[src/rtl/cmd_ring_pkg.sv]
package cmd_ring_pkg;

    // Command word layout (fixed by the link format)
    localparam int WORD_W     = 32;
    localparam int CAD_W      = 4;
    localparam int NID_W      = 7;
    localparam int PAY_W      = 20;
    localparam int CAD_LSB    = 28;
    localparam int IND_BIT    = 27;
    localparam int NID_LSB    = 20;
    localparam int NUM_CODECS = 1 << CAD_W;

    typedef enum logic [1:0] {
        FS_IDLE = 2'd0,
        FS_REQ  = 2'd1,
        FS_WAIT = 2'd2,
        FS_SEND = 2'd3
    } fetch_state_e;

    typedef enum logic [2:0] {
        RS_BASE_LO  = 3'd0,
        RS_BASE_HI  = 3'd1,
        RS_WPTR     = 3'd2,
        RS_RUN      = 3'd3,
        RS_THRESH   = 3'd4,
        RS_IMM_WORD = 3'd5,
        RS_IMM_GO   = 3'd6,
        RS_RSP_ACK  = 3'd7
    } reg_sel_e;

    typedef struct packed {
        logic [CAD_W-1:0] cad;
        logic [NID_W-1:0] nid;
        logic [PAY_W-1:0] payload;
    } cmd_t;

endpackage

[src/rtl/cmd_word_split.sv]
module cmd_word_split
    import cmd_ring_pkg::*;
(
    input  logic [WORD_W-1:0]     word,
    input  logic [NUM_CODECS-1:0] present,
    output cmd_t                  fields,
    output logic                  accept
);
    always_comb begin
        fields.cad     = word[CAD_LSB +: CAD_W];
        fields.nid     = word[NID_LSB +: NID_W];
        fields.payload = word[PAY_W-1:0];
        // indirect addressing is unsupported; absent codecs get nothing
        accept         = !word[IND_BIT] && present[fields.cad];
    end
endmodule

[src/rtl/ring_addr_gen.sv]
module ring_addr_gen #(
    parameter int HALF_W = 32,
    parameter int IDX_W  = 8
) (
    input  logic [HALF_W-1:0]   base_lo,
    input  logic [HALF_W-1:0]   base_hi,
    input  logic [IDX_W-1:0]    idx,
    output logic [2*HALF_W-1:0] addr
);
    localparam int ADDR_W     = 2 * HALF_W;
    localparam int WORD_SHIFT = 2;

    logic [ADDR_W-1:0] offset;

    always_comb begin
        offset = ADDR_W'({idx, {WORD_SHIFT{1'b0}}});
        addr   = {base_hi, base_lo} + offset;
    end
endmodule

[src/rtl/cmd_ring_fetch.sv]
module cmd_ring_fetch
    import cmd_ring_pkg::*;
#(
    parameter int HALF_W     = 32,  // must be >= WORD_W
    parameter int PTR_W      = 8,
    parameter int CNT_W      = 8,
    parameter int ALIGN_BITS = 7
) (
    input  logic                  clk,
    input  logic                  rst_n,
    input  logic                  reg_we,
    input  logic [2:0]            reg_sel,
    input  logic [HALF_W-1:0]     reg_wdata,
    input  logic [NUM_CODECS-1:0] codec_present,
    input  logic                  rsp_collect,
    output logic                  mem_req_valid,
    input  logic                  mem_req_ready,
    output logic [2*HALF_W-1:0]   mem_req_addr,
    input  logic                  mem_rsp_valid,
    input  logic [WORD_W-1:0]     mem_rsp_data,
    output logic                  cmd_valid,
    input  logic                  cmd_ready,
    output logic [CAD_W-1:0]      cmd_cad,
    output logic [NID_W-1:0]      cmd_nid,
    output logic [PAY_W-1:0]      cmd_payload,
    output logic [PTR_W-1:0]      rd_ptr,
    output logic                  imm_busy
);
    typedef struct packed {
        fetch_state_e      st;
        logic [HALF_W-1:0] base_lo;
        logic [HALF_W-1:0] base_hi;
        logic [PTR_W-1:0]  wp;
        logic [PTR_W-1:0]  rp;
        logic              run;
        logic [CNT_W-1:0]  thresh;
        logic [CNT_W-1:0]  rcnt;
        logic [WORD_W-1:0] imm_word;
        logic              imm_busy;
        cmd_t              held;
        logic              held_imm;
    } state_t;

    state_t q, d;

    cmd_t             imm_f, rsp_f;
    logic             imm_ok, rsp_ok;
    logic [PTR_W-1:0] next_idx;
    logic             fetch_ok;

    cmd_word_split u_imm_split (
        .word    (q.imm_word),
        .present (codec_present),
        .fields  (imm_f),
        .accept  (imm_ok)
    );

    cmd_word_split u_rsp_split (
        .word    (mem_rsp_data),
        .present (codec_present),
        .fields  (rsp_f),
        .accept  (rsp_ok)
    );

    ring_addr_gen #(
        .HALF_W (HALF_W),
        .IDX_W  (PTR_W)
    ) u_addr (
        .base_lo (q.base_lo),
        .base_hi (q.base_hi),
        .idx     (next_idx),
        .addr    (mem_req_addr)
    );

    always_comb begin
        d        = q;
        next_idx = q.rp + 1'b1;
        fetch_ok = q.run && (q.rp != q.wp) && (q.rcnt != q.thresh);

        unique case (q.st)
            FS_IDLE: begin
                if (q.imm_busy) begin
                    if (imm_ok) begin
                        d.held     = imm_f;
                        d.held_imm = 1'b1;
                        d.st       = FS_SEND;
                    end else begin
                        d.imm_busy = 1'b0;
                    end
                end else if (fetch_ok) begin
                    d.st = FS_REQ;
                end
            end
            FS_REQ: begin
                if (mem_req_ready) d.st = FS_WAIT;
            end
            FS_WAIT: begin
                if (mem_rsp_valid) begin
                    d.rp = next_idx;
                    if (rsp_ok) begin
                        d.held     = rsp_f;
                        d.held_imm = 1'b0;
                        d.st       = FS_SEND;
                    end else begin
                        d.st = FS_IDLE;
                    end
                end
            end
            FS_SEND: begin
                if (cmd_ready) begin
                    d.st = FS_IDLE;
                    if (q.held_imm) d.imm_busy = 1'b0;
                end
            end
            default: d.st = FS_IDLE;
        endcase

        if (rsp_collect) d.rcnt = q.rcnt + 1'b1;

        // software writes take effect after the engine's own updates
        if (reg_we) begin
            case (reg_sel_e'(reg_sel))
                RS_BASE_LO:  d.base_lo = {reg_wdata[HALF_W-1:ALIGN_BITS], {ALIGN_BITS{1'b0}}};
                RS_BASE_HI:  d.base_hi = reg_wdata;
                RS_WPTR:     d.wp = reg_wdata[PTR_W-1:0];
                RS_RUN:      d.run = reg_wdata[0];
                RS_THRESH:   d.thresh = reg_wdata[CNT_W-1:0];
                RS_IMM_WORD: d.imm_word = reg_wdata[WORD_W-1:0];
                RS_IMM_GO:   if (reg_wdata[0]) d.imm_busy = 1'b1;
                RS_RSP_ACK:  if (reg_wdata[0]) d.rcnt = '0;
                default:     ;
            endcase
        end
    end

    always_ff @(posedge clk or negedge rst_n) begin
        if (!rst_n) q <= '0;
        else        q <= d;
    end

    assign mem_req_valid = (q.st == FS_REQ);
    assign cmd_valid     = (q.st == FS_SEND);
    assign cmd_cad       = q.held.cad;
    assign cmd_nid       = q.held.nid;
    assign cmd_payload   = q.held.payload;
    assign rd_ptr        = q.rp;
    assign imm_busy      = q.imm_busy;

    // pointer moves only on returned read data
    assert_rp_on_data_R9: assert property (@(posedge clk) disable iff (!rst_n)
        (rd_ptr != $past(rd_ptr)) |-> $past(mem_rsp_valid));

    // a read starts only when the gate conditions held in the deciding cycle
    assert_fetch_gate_R6: assert property (@(posedge clk) disable iff (!rst_n)
        $rose(mem_req_valid) |-> $past(q.run && (q.rp != q.wp) && (q.rcnt != q.thresh)));

    // memory request is held until taken
    assert_req_hold_R10: assert property (@(posedge clk) disable iff (!rst_n)
        (mem_req_valid && !mem_req_ready) |=> (mem_req_valid && $stable(mem_req_addr)));

    // link command is held until taken
    assert_cmd_hold_R10: assert property (@(posedge clk) disable iff (!rst_n)
        (cmd_valid && !cmd_ready) |=> (cmd_valid && $stable({cmd_cad, cmd_nid, cmd_payload})));

    // nothing reaches an absent codec
    assert_codec_present_R3: assert property (@(posedge clk) disable iff (!rst_n)
        cmd_valid |-> codec_present[cmd_cad]);

    // a pending immediate blocks a ring fetch from starting
    assert_imm_first_R7: assert property (@(posedge clk) disable iff (!rst_n)
        (q.st == FS_IDLE && q.imm_busy) |=> !mem_req_valid);

endmodule

[config.mk]
export PLATFORM = sky130hd
export DESIGN_NAME = cmd_ring_fetch
export DESIGN_NICKNAME = d
export VERILOG_FILES = /design/src/rtl/cmd_ring_pkg.sv /design/src/rtl/cmd_word_split.sv /design/src/rtl/ring_addr_gen.sv /design/src/rtl/cmd_ring_fetch.sv
export SDC_FILE = /design/constraint.sdc
export NUM_CORES = 1
export LEC_CHECK = 0
export ABC_AREA = 1
export BUFFER_PORTS_ARGS = -buffer_cell sky130_fd_sc_hd__buf_4
export CORE_MARGIN = 3
export CORE_UTILIZATION = 25
export CTS_BUF_LIST = sky130_fd_sc_hd__clkbuf_4
export CTS_CLUSTER_DIAMETER = 150
export CTS_CLUSTER_SIZE = 10
export DETAILED_ROUTE_END_ITERATION = 10
export SLEW_MARGIN = 20
export SYNTH_ARGS = -nofsm -noshare
export SYNTH_HDL_FRONTEND = slang
export SYNTH_SLANG_ARGS = --single-unit
[constraint.sdc]
create_clock -name clk -period 2.97 [get_ports clk]
set_input_delay 0.1485 -clock clk [delete_from_list [all_inputs] [get_ports clk]]
set_output_delay 0.1485 -clock clk [all_outputs]
set_load 0.005 [all_outputs]
==> run summary <==
crit path max fanout: 3
Worst-path clk slew: 140 ps
synth-to-layout area growth: 44.7%
Root Driver: clkbuf_4
Period Utilization, post-route: 119%
num rows: 69
post-synthesis cell area: 0.00926 mm^2
worst clock skew: 14.3 ps
Yosys Warn Count: 0
stages on the worst setup path: 19
Syn Inst Count: 1207
CP Cell Sequence: inv_2 -> nor3_4 -> buf_4 -> nand4_1 -> xor2_1 -> inv_1 -> ha_4 -> nand2_4 -> nand3_4 -> nand2_4 -> nor2_8 -> buf_12 -> nand3_4 -> nor3_4 -> buf_6 -> buf_6 -> xor2_1 -> buf_4 -> buf_6
Hold Slack: 72.0 ps
vias in the first global route: 8984
Reg2Reg Launch Point: q[162]
setup ws final: -561 ps
Pre-antenna DRT Iters: 9
fraction of the yosys area taken by sequential cells: 42.4%
crit end category: output port
Startpoint Class: register
Tmin final: 3530 ps
Clk Latency, worst-skew pair: 580 ps
HPWL reported at the end of detailed placement: 26200 um
Starting Density: 25.7%
H-tree Lvls: 4
RSZ-0062 raised after global routing: true
GRT Residual Overflow: 0
r2r setup slk: 410 ps
Initial DRC Count: 546
critical path's largest stage delay: 400 ps
core area: 0.0360 mm^2
total CTS buffers: 17
leakage: 6.78 nW
failing checks: DRC, setup timing
worst min path class: input port to register
top cells by area, synth: dfrtp_1 42%, nand2_1 14%, o21ai_0 6.3%, inv_1 5.4%, nand3_1 5.1%
initial antenna violation count: 1
all-layer global routing usage: 17.5%
input/output buffers: 193
launch point of the worst path: rd_ptr[1]
Crit path max-delay family: buffers and inverters
fin nets: 1585
Max IR drop VDD: 0.000298 V
Most Frequent Cell on Critical Path: buf_6
critical path arrival: 3380 ps
largest net degree at the start of global routing: 65
synth unique cells: 43
fmax: 283 MHz
residual DRC count: 2
DIE WIDTH: 198 um
Worst setup endpoint: mem_req_addr[32]
CTS tree: done
reg2reg path depth: 9
syn_area_per_cell: 7.67 um^2
ANT nets after route: 0
Worst EP required: 2820 ps
routed vias: 9020
layout cells sized above 1: 28.8%
Synth Register Bits: 157
die area: 0.0394 mm^2
GPL Wtd Cong: 0.915
drt via density: 4.60
worst-margin pin slew: 1000 ps
die height: 198 um
first-pass GRT wire length: 52100 um
final wirelength: 34300 um
pre-CTS WS: -168 ps
Slew HR: 32.8%
Final setup viols: 52
Synth area leader: dfrtp_1
# Max-Cap Violations: 0
Slew Viols, Final: 0
clk sinks: 157
share of the synthesized area in the top cell type: 42.4%
status: finished with violations
Setup Crit Path Kind: register to output port
# IOs: 196
Final Hold Viols: 0
Bufs and invs on worst path: 8
Critical R2R Capture: cmd_payload[13]
Final Util: 37.2%
Routed wire per std cell: 17.5 um
maximum clock insertion buffer count: 2
power per cell area: 632 mW/mm^2
worst-path cell with the longest stage delay: dfrtp_2
## registers in the layout, indices dropped and copies added, names as in the netlist
register	cells
q	117
cmd_payload	20
rd_ptr	8
cmd_nid	7
cmd_cad	4
imm_busy	1
## where the power goes
part / total [mW] / leakage [nW] / switching [mW] / internal [mW]
Combinational: 3.70 / 4.61 / 1.86 / 1.84
Clock: 1.39 / 0.156 / 0.874 / 0.513
Sequential: 3.38 / 2.01 / 0.657 / 2.72
## how the worst min path moves through the flow
stage | from | endpoint | cells past startpoint
after floorplan | rst_n | cmd_cad[0] | 0
after CTS | mem_rsp_data[28] | cmd_cad[0] | 5
final | reg_sel[2] | q[71] | 4
after detailed placement | rst_n | rd_ptr[1] | 1
after global placement | rst_n | rd_ptr[0] | 1
after global routing | mem_rsp_data[28] | cmd_cad[0] | 5
## logic make-up (layout without fill, tap and decap cells)
group	count (synthesis)	in the layout	synth area share [%]
AND/OR/NAND/NOR	582	582	28.0
buffers and inverters	225	515	11.3
AO/OA/AOI/OAI	159	159	9.87
flip-flops	157	157	42.4
XOR/XNOR	73	73	6.91
adder cells (fa/ha/maj)	10	10	1.43
other	1	5	0.0405
## tightest hold or removal path: stages
cell and delay [ps]:
buf_4 110, nand2_1 70, nor3_1 150, nor2_1 130
## repair_timing
item,CTS,global route
setup buffers,18,10
hold buffers,72,0
resized for setup,139,35
endpoints found under the setup margin,54,55
endpoints found under the hold margin,204,0
pin swaps,36,32
## cell type report
cell class	count	area (um^2)
Fill cell	3713	22600
Multi-Input combinational cell	826	5130
Sequential cell	157	3930
Timing Repair Buffer	340	2920
Tap cell	461	577
Inverter	143	546
Clock inverter	15	163
Clock buffer	17	128
Antenna cell	3	7.51
## Yosys cell counts, drive strengths merged
library cell	number
nand2	348
dfrtp	157
inv	142
o21ai	118
nand3	98
nor2	70
buf	59
xnor2	41
xor2	32
nor3	28
a22o	27
nand4	25
clkbuf	23
ha	9
a21oi	7
nor4	6
o22ai	5
or2	3
nand3b	2
a32oi	1
and3	1
clkinv	1
conb	1
fa	1
nor3b	1
o31ai	1
## through the flow
step,power (mW),area (um^2),setup TNS [ps],cells
floorplan,5.26,9260,0,1208
global placement,6.59,11200,-333,1833
detailed placement,6.64,11200,-1210,1833
CTS,8.49,13100,-21910,1953
global route,9.15,13400,-31340,1961
finish,8.47,13400,-18610,1962
## cell usage in the layout, fill, tap and decap left out, types with 3 or more instances in the layout
| cell | instances |
|---|---|
| xor2_4 | 3 |
| nand3_4 | 8 |
| nand4_1 | 23 |
| buf_6 | 33 |
| diode_2 | 3 |
| nor2_2 | 4 |
| xor2_1 | 17 |
| inv_2 | 13 |
| nor2_4 | 9 |
| xor2_2 | 12 |
| xnor2_1 | 18 |
| ha_1 | 5 |
| inv_1 | 126 |
| dfrtp_1 | 156 |
| nand2_1 | 325 |
| buf_4 | 230 |
| ha_4 | 3 |
| dlygate4sd3_1 | 72 |
| nand3_2 | 8 |
| xnor2_4 | 9 |
| xnor2_2 | 14 |
| nand2_2 | 11 |
| nor4_4 | 4 |
| clkbuf_4 | 17 |
| buf_12 | 5 |
| o21ai_0 | 115 |
| nor3_4 | 5 |
| nor3_1 | 21 |
| nand2_4 | 11 |
| o22ai_1 | 5 |
| nand3_1 | 82 |
| inv_6 | 3 |
| o21ai_2 | 3 |
| clkinv_4 | 5 |
| a21oi_1 | 6 |
| nor2_1 | 56 |
| a22o_1 | 27 |
## metal layers
metal	share of wire, %	global-route usage [%]
met1	46	23.3
met2	46	28.3
met3	5.6	3.37
met4	2.8	6.30
met5	0	0
Note: power is estimated with default switching activity, not from simulation.
